[src/rtl/ppg_pkg.sv]
package ppg_pkg;
  localparam int NUM_CH = 12;
  localparam int PERIOD = 11;
  localparam int LEN_W  = 4;

  // Strobes from control to datapath
  typedef struct packed {
    logic run;   // pattern enabled this cycle
    logic wrap;  // phase leaves its last value this cycle
  } ppgStrobe_t;

  // Reset high length for each channel
  function automatic logic [LEN_W-1:0] defaultLen(input int ch);
    case (ch)
      0:       return LEN_W'(8);
      1:       return LEN_W'(3);
      2:       return LEN_W'(7);
      3:       return LEN_W'(4);
      4:       return LEN_W'(6);
      5:       return LEN_W'(5);
      6:       return LEN_W'(9);
      7:       return LEN_W'(4);
      8:       return LEN_W'(7);
      9:       return LEN_W'(2);
      10:      return LEN_W'(6);
      11:      return LEN_W'(5);
      default: return LEN_W'(PERIOD / 2);
    endcase
  endfunction

  // Keep a requested length inside 1..maxLen
  function automatic logic [LEN_W-1:0] clampLen(input logic [LEN_W-1:0] v,
                                                input int maxLen);
    if (v == '0)             return LEN_W'(1);
    else if (int'(v) > maxLen) return LEN_W'(maxLen);
    else                     return v;
  endfunction
endpackage

[src/rtl/ppg_ctrl.sv]
module ppg_ctrl #(
  parameter int PERIOD = ppg_pkg::PERIOD,
  parameter int PH_W   = $clog2(PERIOD)
) (
  input  logic                clk,
  input  logic                rst,
  input  logic                en,
  output logic [PH_W-1:0]     phase,
  output ppg_pkg::ppgStrobe_t strobe
);
  localparam logic [PH_W-1:0] LAST_PHASE = PH_W'(PERIOD - 1);

  logic atLast;
  assign atLast = (phase == LAST_PHASE);

  always_ff @(posedge clk) begin
    if (rst) begin
      phase <= '0;
    end else if (en) begin
      phase <= atLast ? '0 : phase + PH_W'(1);
    end
  end

  always_comb begin
    strobe.run  = en;
    strobe.wrap = en && atLast;
  end
endmodule

[src/rtl/ppg_datapath.sv]
module ppg_datapath #(
  parameter int NUM_CH = ppg_pkg::NUM_CH,
  parameter int PERIOD = ppg_pkg::PERIOD,
  parameter int LEN_W  = ppg_pkg::LEN_W,
  parameter int CH_W   = $clog2(NUM_CH),
  parameter int PH_W   = $clog2(PERIOD)
) (
  input  logic                           clk,
  input  logic                           rst,
  input  ppg_pkg::ppgStrobe_t            strobe,
  input  logic [PH_W-1:0]                phase,
  input  logic                           wrEn,
  input  logic [CH_W-1:0]                wrChan,
  input  logic [LEN_W-1:0]               wrLen,
  output logic [NUM_CH-1:0]              pulseOut,
  output logic [NUM_CH-1:0][LEN_W-1:0]   activeLen
);
  localparam int CMP_W   = PH_W + LEN_W;
  localparam int MAX_LEN = PERIOD - 1;

  logic [LEN_W-1:0] wrClamped;
  assign wrClamped = ppg_pkg::clampLen(wrLen, MAX_LEN);

  for (genvar i = 0; i < NUM_CH; i++) begin : g_chan
    localparam logic [LEN_W-1:0] RST_LEN = ppg_pkg::defaultLen(i);
    logic [LEN_W-1:0] pendLen;
    logic             hit;

    assign hit = wrEn && (wrChan == CH_W'(i));

    always_ff @(posedge clk) begin
      if (rst) begin
        pendLen      <= RST_LEN;
        activeLen[i] <= RST_LEN;
      end else begin
        if (hit) pendLen <= wrClamped;
        if (strobe.wrap) activeLen[i] <= hit ? wrClamped : pendLen;
      end
    end

    assign pulseOut[i] = strobe.run &&
      (CMP_W'(phase) < CMP_W'(activeLen[i]));
  end
endmodule

[src/rtl/pulse_pattern_gen.sv]
module pulse_pattern_gen #(
  parameter int NUM_CH = ppg_pkg::NUM_CH,
  parameter int PERIOD = ppg_pkg::PERIOD,
  parameter int LEN_W  = ppg_pkg::LEN_W
) (
  input  logic                      clk,
  input  logic                      rst,
  input  logic                      en,
  input  logic                      wrEn,
  input  logic [$clog2(NUM_CH)-1:0] wrChan,
  input  logic [LEN_W-1:0]          wrLen,
  output logic [NUM_CH-1:0]         pulseOut
);
  localparam int CH_W = $clog2(NUM_CH);
  localparam int PH_W = $clog2(PERIOD);

  logic [PH_W-1:0]               phase;
  ppg_pkg::ppgStrobe_t           strobe;
  logic [NUM_CH-1:0][LEN_W-1:0]  activeLen;

  ppg_ctrl #(.PERIOD(PERIOD), .PH_W(PH_W)) u_ctrl (
    .clk(clk), .rst(rst), .en(en), .phase(phase), .strobe(strobe)
  );

  ppg_datapath #(
    .NUM_CH(NUM_CH), .PERIOD(PERIOD), .LEN_W(LEN_W), .CH_W(CH_W), .PH_W(PH_W)
  ) u_dp (
    .clk(clk), .rst(rst), .strobe(strobe), .phase(phase),
    .wrEn(wrEn), .wrChan(wrChan), .wrLen(wrLen),
    .pulseOut(pulseOut), .activeLen(activeLen)
  );
endmodule

[config.mk]
export PLATFORM = sky130hd
export DESIGN_NAME = pulse_pattern_gen
export DESIGN_NICKNAME = d
export VERILOG_FILES = /design/src/rtl/ppg_pkg.sv /design/src/rtl/ppg_ctrl.sv /design/src/rtl/ppg_datapath.sv /design/src/rtl/pulse_pattern_gen.sv
export SDC_FILE = /design/constraint.sdc
export NUM_CORES = 1
export LEC_CHECK = 0
export BUFFER_PORTS_ARGS = -buffer_cell sky130_fd_sc_hd__buf_2
export CORE_ASPECT_RATIO = 1.25
export CORE_MARGIN = 1
export CORE_UTILIZATION = 40
export DETAILED_ROUTE_END_ITERATION = 6
export PLACE_DENSITY_LB_ADDON = 0.05
export SLEW_MARGIN = 20
export SYNTH_ARGS = -nofsm -noshare
export SYNTH_HDL_FRONTEND = slang
export SYNTH_HIERARCHICAL = 1
export SYNTH_SLANG_ARGS = --single-unit
[constraint.sdc]
create_clock -name clk -period 2.5 [get_ports clk]
set_clock_uncertainty 0.15 [all_clocks]
set_input_delay 0.25 -clock clk [delete_from_list [all_inputs] [get_ports clk]]
set_output_delay 0.25 -clock clk [all_outputs]
set_load 0.005 [all_outputs]
==> out/results.ini, run 1 <==
[route]
vias=3782
antenna_left=0
dr.pass1.iters=7
drt_iter0_markers=237
drt_wl_total_um=12600
viasPerCell=5.24
drc=0
wl_per_cell_um=17.4

[placed_design]
place_congestion=0.772
io_buffers=23
dpl.hpwl_um=8380

[cells_and_area]
area_growth_pct=12.9
seqCellArea_um2=2000
multi_input_area_um2=2500
layout.nets=604
layout-drive-gt1-share_pct=11.8
utilization_pct=46.4
fillerInstances=1175
antenna_cells=0

[worst_setup_path]
path_class=reg -> out
cp.required_ns=2.10
critPathCaptureType=primary output
regToRegSetupSlack_ns=0.27
worstPathMaxFanout=16
arrival_ns=1.91
cp-startpoint=u_ctrl/phase[1]
critPathLaunchType=flip-flop
r2r_start=u_ctrl/phase[3]

[timing]
tightestPinTransition_ns=0.863
slew_violations=0
hold_viol_final=0
period_share_pct=92.3
max_freq_mhz=433
setup_viol=0
period_minus_slack_ns=2.31
slew_headroom_pct=42.1
fin_tns_setup_ns=0
rsz0062_at_grt=false

[clocking]
clock_sinks=100
root_buffer=clkbuf_16
postCtsSetupRepairBufs=0
path_clk_slew_ns=0.07
cts_tree=built
clockBufferDepth=2
htree_levels=3
cts_inserted_buffers=9
clock_latency_ns=0.34

[logic_synthesis]
synth_flop_cell=dfxtp_1
synth_edf_count=0
synth_cell_types=46
synth_top_area_share_pct=41.9
async_flop_share_pct=0
syn_nets=584
avgSynthCellArea_um2=8.91
netlist_instances=536
synth_commonest_cells=100 x dfxtp_1, 56 x nor2_1, 40 x inv_1
synth-seq-cells=100
yosysWarningCount=6
yosysSeqAreaShare_pct=41.9
syn_area_um2=4770
synthTopCellsByArea=dfxtp_1 42%, ha_1 9.4%, nand2b_1 5.1%
synth_area_leader_cell=dfxtp_1
synthMostInstantiatedCell=dfxtp_1

[floorplanning]
die_y_um=124
initial_core_util_pct=41.1
die_area_um2=12400
rows=44
design.core.area_um2=11600
die_x_um=99.7
ios=24

[pwr]
power.leakage_nw=2.41
pwr_density_cell_nw_per_um2=602
irDropWorstVdd_uv=336

[flow_run]
drv_cap=0

[global_routing]
antenna_found_initial=0
groute.usage.overall_pct=21.9
grt_pass1_vias=3515
grt_max_degree=64
grt_first_pass_wirelength_um=20000
gr-total-overflow=0

[worst_hold_path]
hp-class=in -> reg
hp-start=rst

[outcome]
status=finished, final reports clean

## cell families after synthesis
kind of cell             share of synthesized area, %
AO/OA/AOI/OAI                                    18.4
adder cells (fa/ha/maj)                          9.65
buffers and inverters                            5.71
AND/OR/NAND/NOR                                  18.8
multiplexers                                     5.29
XOR/XNOR                                        0.184
flip-flops                                       41.9
## where the power goes
group	internal [W]	switching, W	leakage [nW]
Sequential	0.00161	0.00000515	0.809
Clock	0.000803	0.000590	0.147
Combinational	0.0000803	0.000157	1.46
## through the flow
stage          total power [W]  instance area, µm²  instances  setup slack, ns  hold WS [ns]
3_5_place_dp           0.00189                5090        706            0.116         0.304
4_1_cts                0.00329                5380        722            0.107         0.126
2_1_floorplan          0.00179                4770        536            0.268         0.169
3_3_place_gp           0.00188                5090        706            0.172         0.298
6_report               0.00324                5390        722            0.191         0.132
5_1_grt                0.00338                5390        722           0.0664         0.156
## repair_timing
| item | CTS | global route |
|---|---|---|
| resized for setup | 0 | 1 |
| hold buffers | 0 | 0 |
| setup endpoints to repair | 0 | 6 |
## cell type report
cell class | count | area share [%]
Multi-Input combinational cell | 366 | 46.5
Clock inverter | 4 | 0.906
Tap cell | 161 | 3.74
Inverter | 41 | 2.86
Sequential cell | 100 | 37.2
Clock buffer | 12 | 4.58
Timing Repair Buffer | 38 | 4.30
## critical path: stages, from the launching register on
cell and delay [ns]:
dfxtp_1 0.33, buf_4 0.27, ha_1 0.28, a21o_1 0.15
a21o_1 0.17, a21oi_1 0.21, buf_2 0.15
## per-layer routing
layer | global-route usage (%) | wire (µm) | vias to the layer above
li1 | - | - | 1916
met1 | 31.2 | 6330 | 1777
met2 | 34.0 | 5710 | 82
met3 | 3.65 | 442 | 7
met4 | 6.07 | 99 | 0
met5 | 0 | 0 | -
## sequential cells by signal, indices dropped and copies added, names as in the netlist
| name | flops |
|---|---|
| u_ctrl/phase | 4 |
| u_dp/activeLen | 48 |
| u_dp/g_chan.pendLen | 48 |
## cell usage in the layout, fill, tap and decap left out, drive strengths merged, types with 2 or more instances in the layout
cell type    n
dfxtp      100
nor2        56
inv         40
nand2b      39
buf         38
ha          36
a21oi       35
a21o        26
nor3        23
nand2       22
a211oi      20
o21ai       19
mux2i       17
clkbuf      12
nand3        8
o22a         7
mux2         7
or3          6
nor2b        5
a211o        4
o211ai       4
o211a        4
clkinv       4
nand3b       3
nor4         3
a311oi       3
a31oi        3
nor3b        3
a2111oi      2
## worst paths after layout
check,endpoint,cells after the start
worst max-delay path,pulseOut[8],6
worst min-delay path,u_dp/g_chan[1].pendLen[1],3
worst max register to register,u_dp/activeLen[4],6
worst min register to register,u_dp/g_chan[6].pendLen[3],2
Power figures use the tool's default switching activity.
==> inputs of run 2 (changes only) <==
CORE_ASPECT_RATIO = 1.4   (was 1.25)
==> run 2 against run 1 <==
Routed wire length shrank 2.4%. First-iteration DRC count shrank 11%. Die area hardly changed. Critical endpoint is now pulseOut[5]. Sequential share of layout area increased by 0.069 points. Worst hold slack better by 0.019 ns. Non-clock buffer count fell by 1. Power up 0.70%. Via count is 1.5% lower. Cell count decreased by 2.5%. Fmax decreased by 1.0%. Worst setup slack got worse by 0.023 ns. Utilization rose by 0.57 points.
==> out/results.ini, run 2 (synthesized netlist as in run 1, its figures left out) <==
[timing]
slew_violations=0  ; unchanged
fin_tns_setup_ns=0  ; unchanged
hold_viol_final=0  ; unchanged
setup_viol=0  ; unchanged
max_freq_mhz=429  ; -1.0%
slew_headroom_pct=44.5  ; +2.3 points
rsz0062_at_grt=false
tightestPinTransition_ns=0.828  ; -0.0348 ns
period_share_pct=93.3  ; +0.93 points
period_minus_slack_ns=2.33  ; +0.0234 ns

[route]
viasPerCell=5.29  ; +0.98%
dr.pass1.iters=4  ; -3
antenna_left=0  ; unchanged
vias=3724  ; -1.5%
drt_iter0_markers=211  ; -11%
wl_per_cell_um=17.4  ; +0.12%
drc=0  ; unchanged
drt_wl_total_um=12300  ; -2.4%

[global_routing]
grt_pass1_vias=3516  ; +0.028%
grt_max_degree=64  ; unchanged
antenna_found_initial=0  ; unchanged
gr-total-overflow=0  ; unchanged
groute.usage.overall_pct=20.9  ; -0.94 points
grt_first_pass_wirelength_um=19500  ; -2.3%

[floorplanning]
initial_core_util_pct=41.7  ; +0.58 points
die_x_um=94.3  ; -5.4%
die_area_um2=12400  ; about the same
die_y_um=131  ; +5.7%
rows=46  ; +4.5%
ios=24  ; unchanged
design.core.area_um2=11500  ; -1.4%

[worst_setup_path]
slowest_stage=dfxtp_1
critPathCaptureType=primary output
crit_path_cell_trace=buf_4 > ha_1 > a21o_1 > a21o_1 > a21oi_1 > buf_2
crit_family=compound AO/OA/AOI/OAI gates
crit_top_cell=a21o_1
critPathMaxStageDelay_ns=0.33  ; about the same
worstPathMaxFanout=16  ; unchanged
path_class=reg -> out
arrival_ns=1.93  ; +0.02 ns
cp.required_ns=2.10  ; about the same
path_buf_inv=2  ; unchanged
critPathLaunchType=flip-flop

[placed_design]
place_congestion=0.797  ; +3.3%
io_buffers=23  ; unchanged
dpl.hpwl_um=8340  ; -0.50%

[pwr]
power.leakage_nw=2.41  ; -0.39%
pwr_density_cell_nw_per_um2=607  ; +0.89%
irDropWorstVdd_uv=307  ; -8.5%
power_w=0.00327  ; +0.70%

[cells_and_area]
largest_registers=u_dp/activeLen (48), u_dp/g_chan.pendLen (48), u_ctrl/phase (4)
area_growth_pct=12.7
layout.nets=603  ; -0.17%
layout-drive-gt1-share_pct=11.8  ; +0.021 points
layout_commonest_cell=dfxtp_1
antenna_cells=0  ; unchanged
seqCellArea_um2=2000  ; unchanged
fillerInstances=1146  ; -2.5%
multi_input_area_um2=2500  ; unchanged
final_cell_mix=100 x dfxtp_1, 56 x nor2_1, 40 x inv_1

[outcome]
status=finished, final reports clean

[clocking]
root_buffer=clkbuf_16
clock_latency_ns=0.35  ; about the same
postCtsSetupRepairBufs=0  ; unchanged
clock_sinks=100  ; unchanged
cts_tree=built
path_clk_slew_ns=0.07  ; about the same
clockBufferDepth=2  ; unchanged
cts_inserted_buffers=9  ; unchanged
htree_levels=3  ; unchanged

[flow_run]
drv_cap=0  ; unchanged

[worst_hold_path]
hp-class=in -> reg

==> run 2: final timing paths <==
path	start	to	slack (ns)	cells past startpoint
max reg2reg	u_ctrl/phase[3]	u_dp/activeLen[32]	0.28	6
max	u_ctrl/phase[1]	pulseOut[5]	0.17	6
min	rst	u_dp/g_chan[2].pendLen[3]	0.15	2
min reg2reg	u_dp/activeLen[13]	u_dp/activeLen[13]	0.31	2
==> run 2: layer usage <==
layer,global-route usage [%],wire [µm],up-vias
li1,-,-,1907
met1,30.3,6220,1743
met2,31.6,5500,62
met3,2.20,394,12
met4,8.12,155,0
met5,0,0,-
==> run 2: metrics by stage <==
| step | setup WS [ns] | cells | cell area [µm²] | hold WS [ns] | utilization (%) |
|---|---|---|---|---|---|
| 2_1_floorplan | 0.268 | 536 | 4770 | 0.169 | - |
| 3_3_place_gp | 0.152 | 688 | 5070 | 0.297 | 44.3 |
| 3_5_place_dp | 0.110 | 688 | 5070 | 0.306 | 44.3 |
| 4_1_cts | 0.0846 | 704 | 5370 | 0.148 | 46.9 |
| 5_1_grt | 0.0170 | 704 | 5380 | 0.164 | 47.0 |
| 6_report | 0.168 | 704 | 5380 | 0.151 | 47.0 |
==> run 2: what timing repair did <==
action / CTS / global route
endpoints found under the setup margin: 0 / 10
gates resized for setup: 0 / 1
hold buffers: 0 / 0
endpoints found under the hold margin: 0 / 0
==> run 2: power by group <==
group | internal, W | total [W] | switching, W
Combinational | 0.0000817 | 0.000237 | 0.000156
Clock | 0.000787 | 0.00142 | 0.000629
Sequential | 0.00161 | 0.00161 | 0.00000512
Total | 0.00248 | 0.00327 | 0.000790
==> run 2: final cells by class <==
type                            instances  area share (%)
Clock buffer                           10            4.26
Sequential cell                       100            37.2
Tap cell                              144            3.35
Timing Repair Buffer                   37            4.40
Clock inverter                          6            1.35
Inverter                               41            2.86
Multi-Input combinational cell        366            46.6
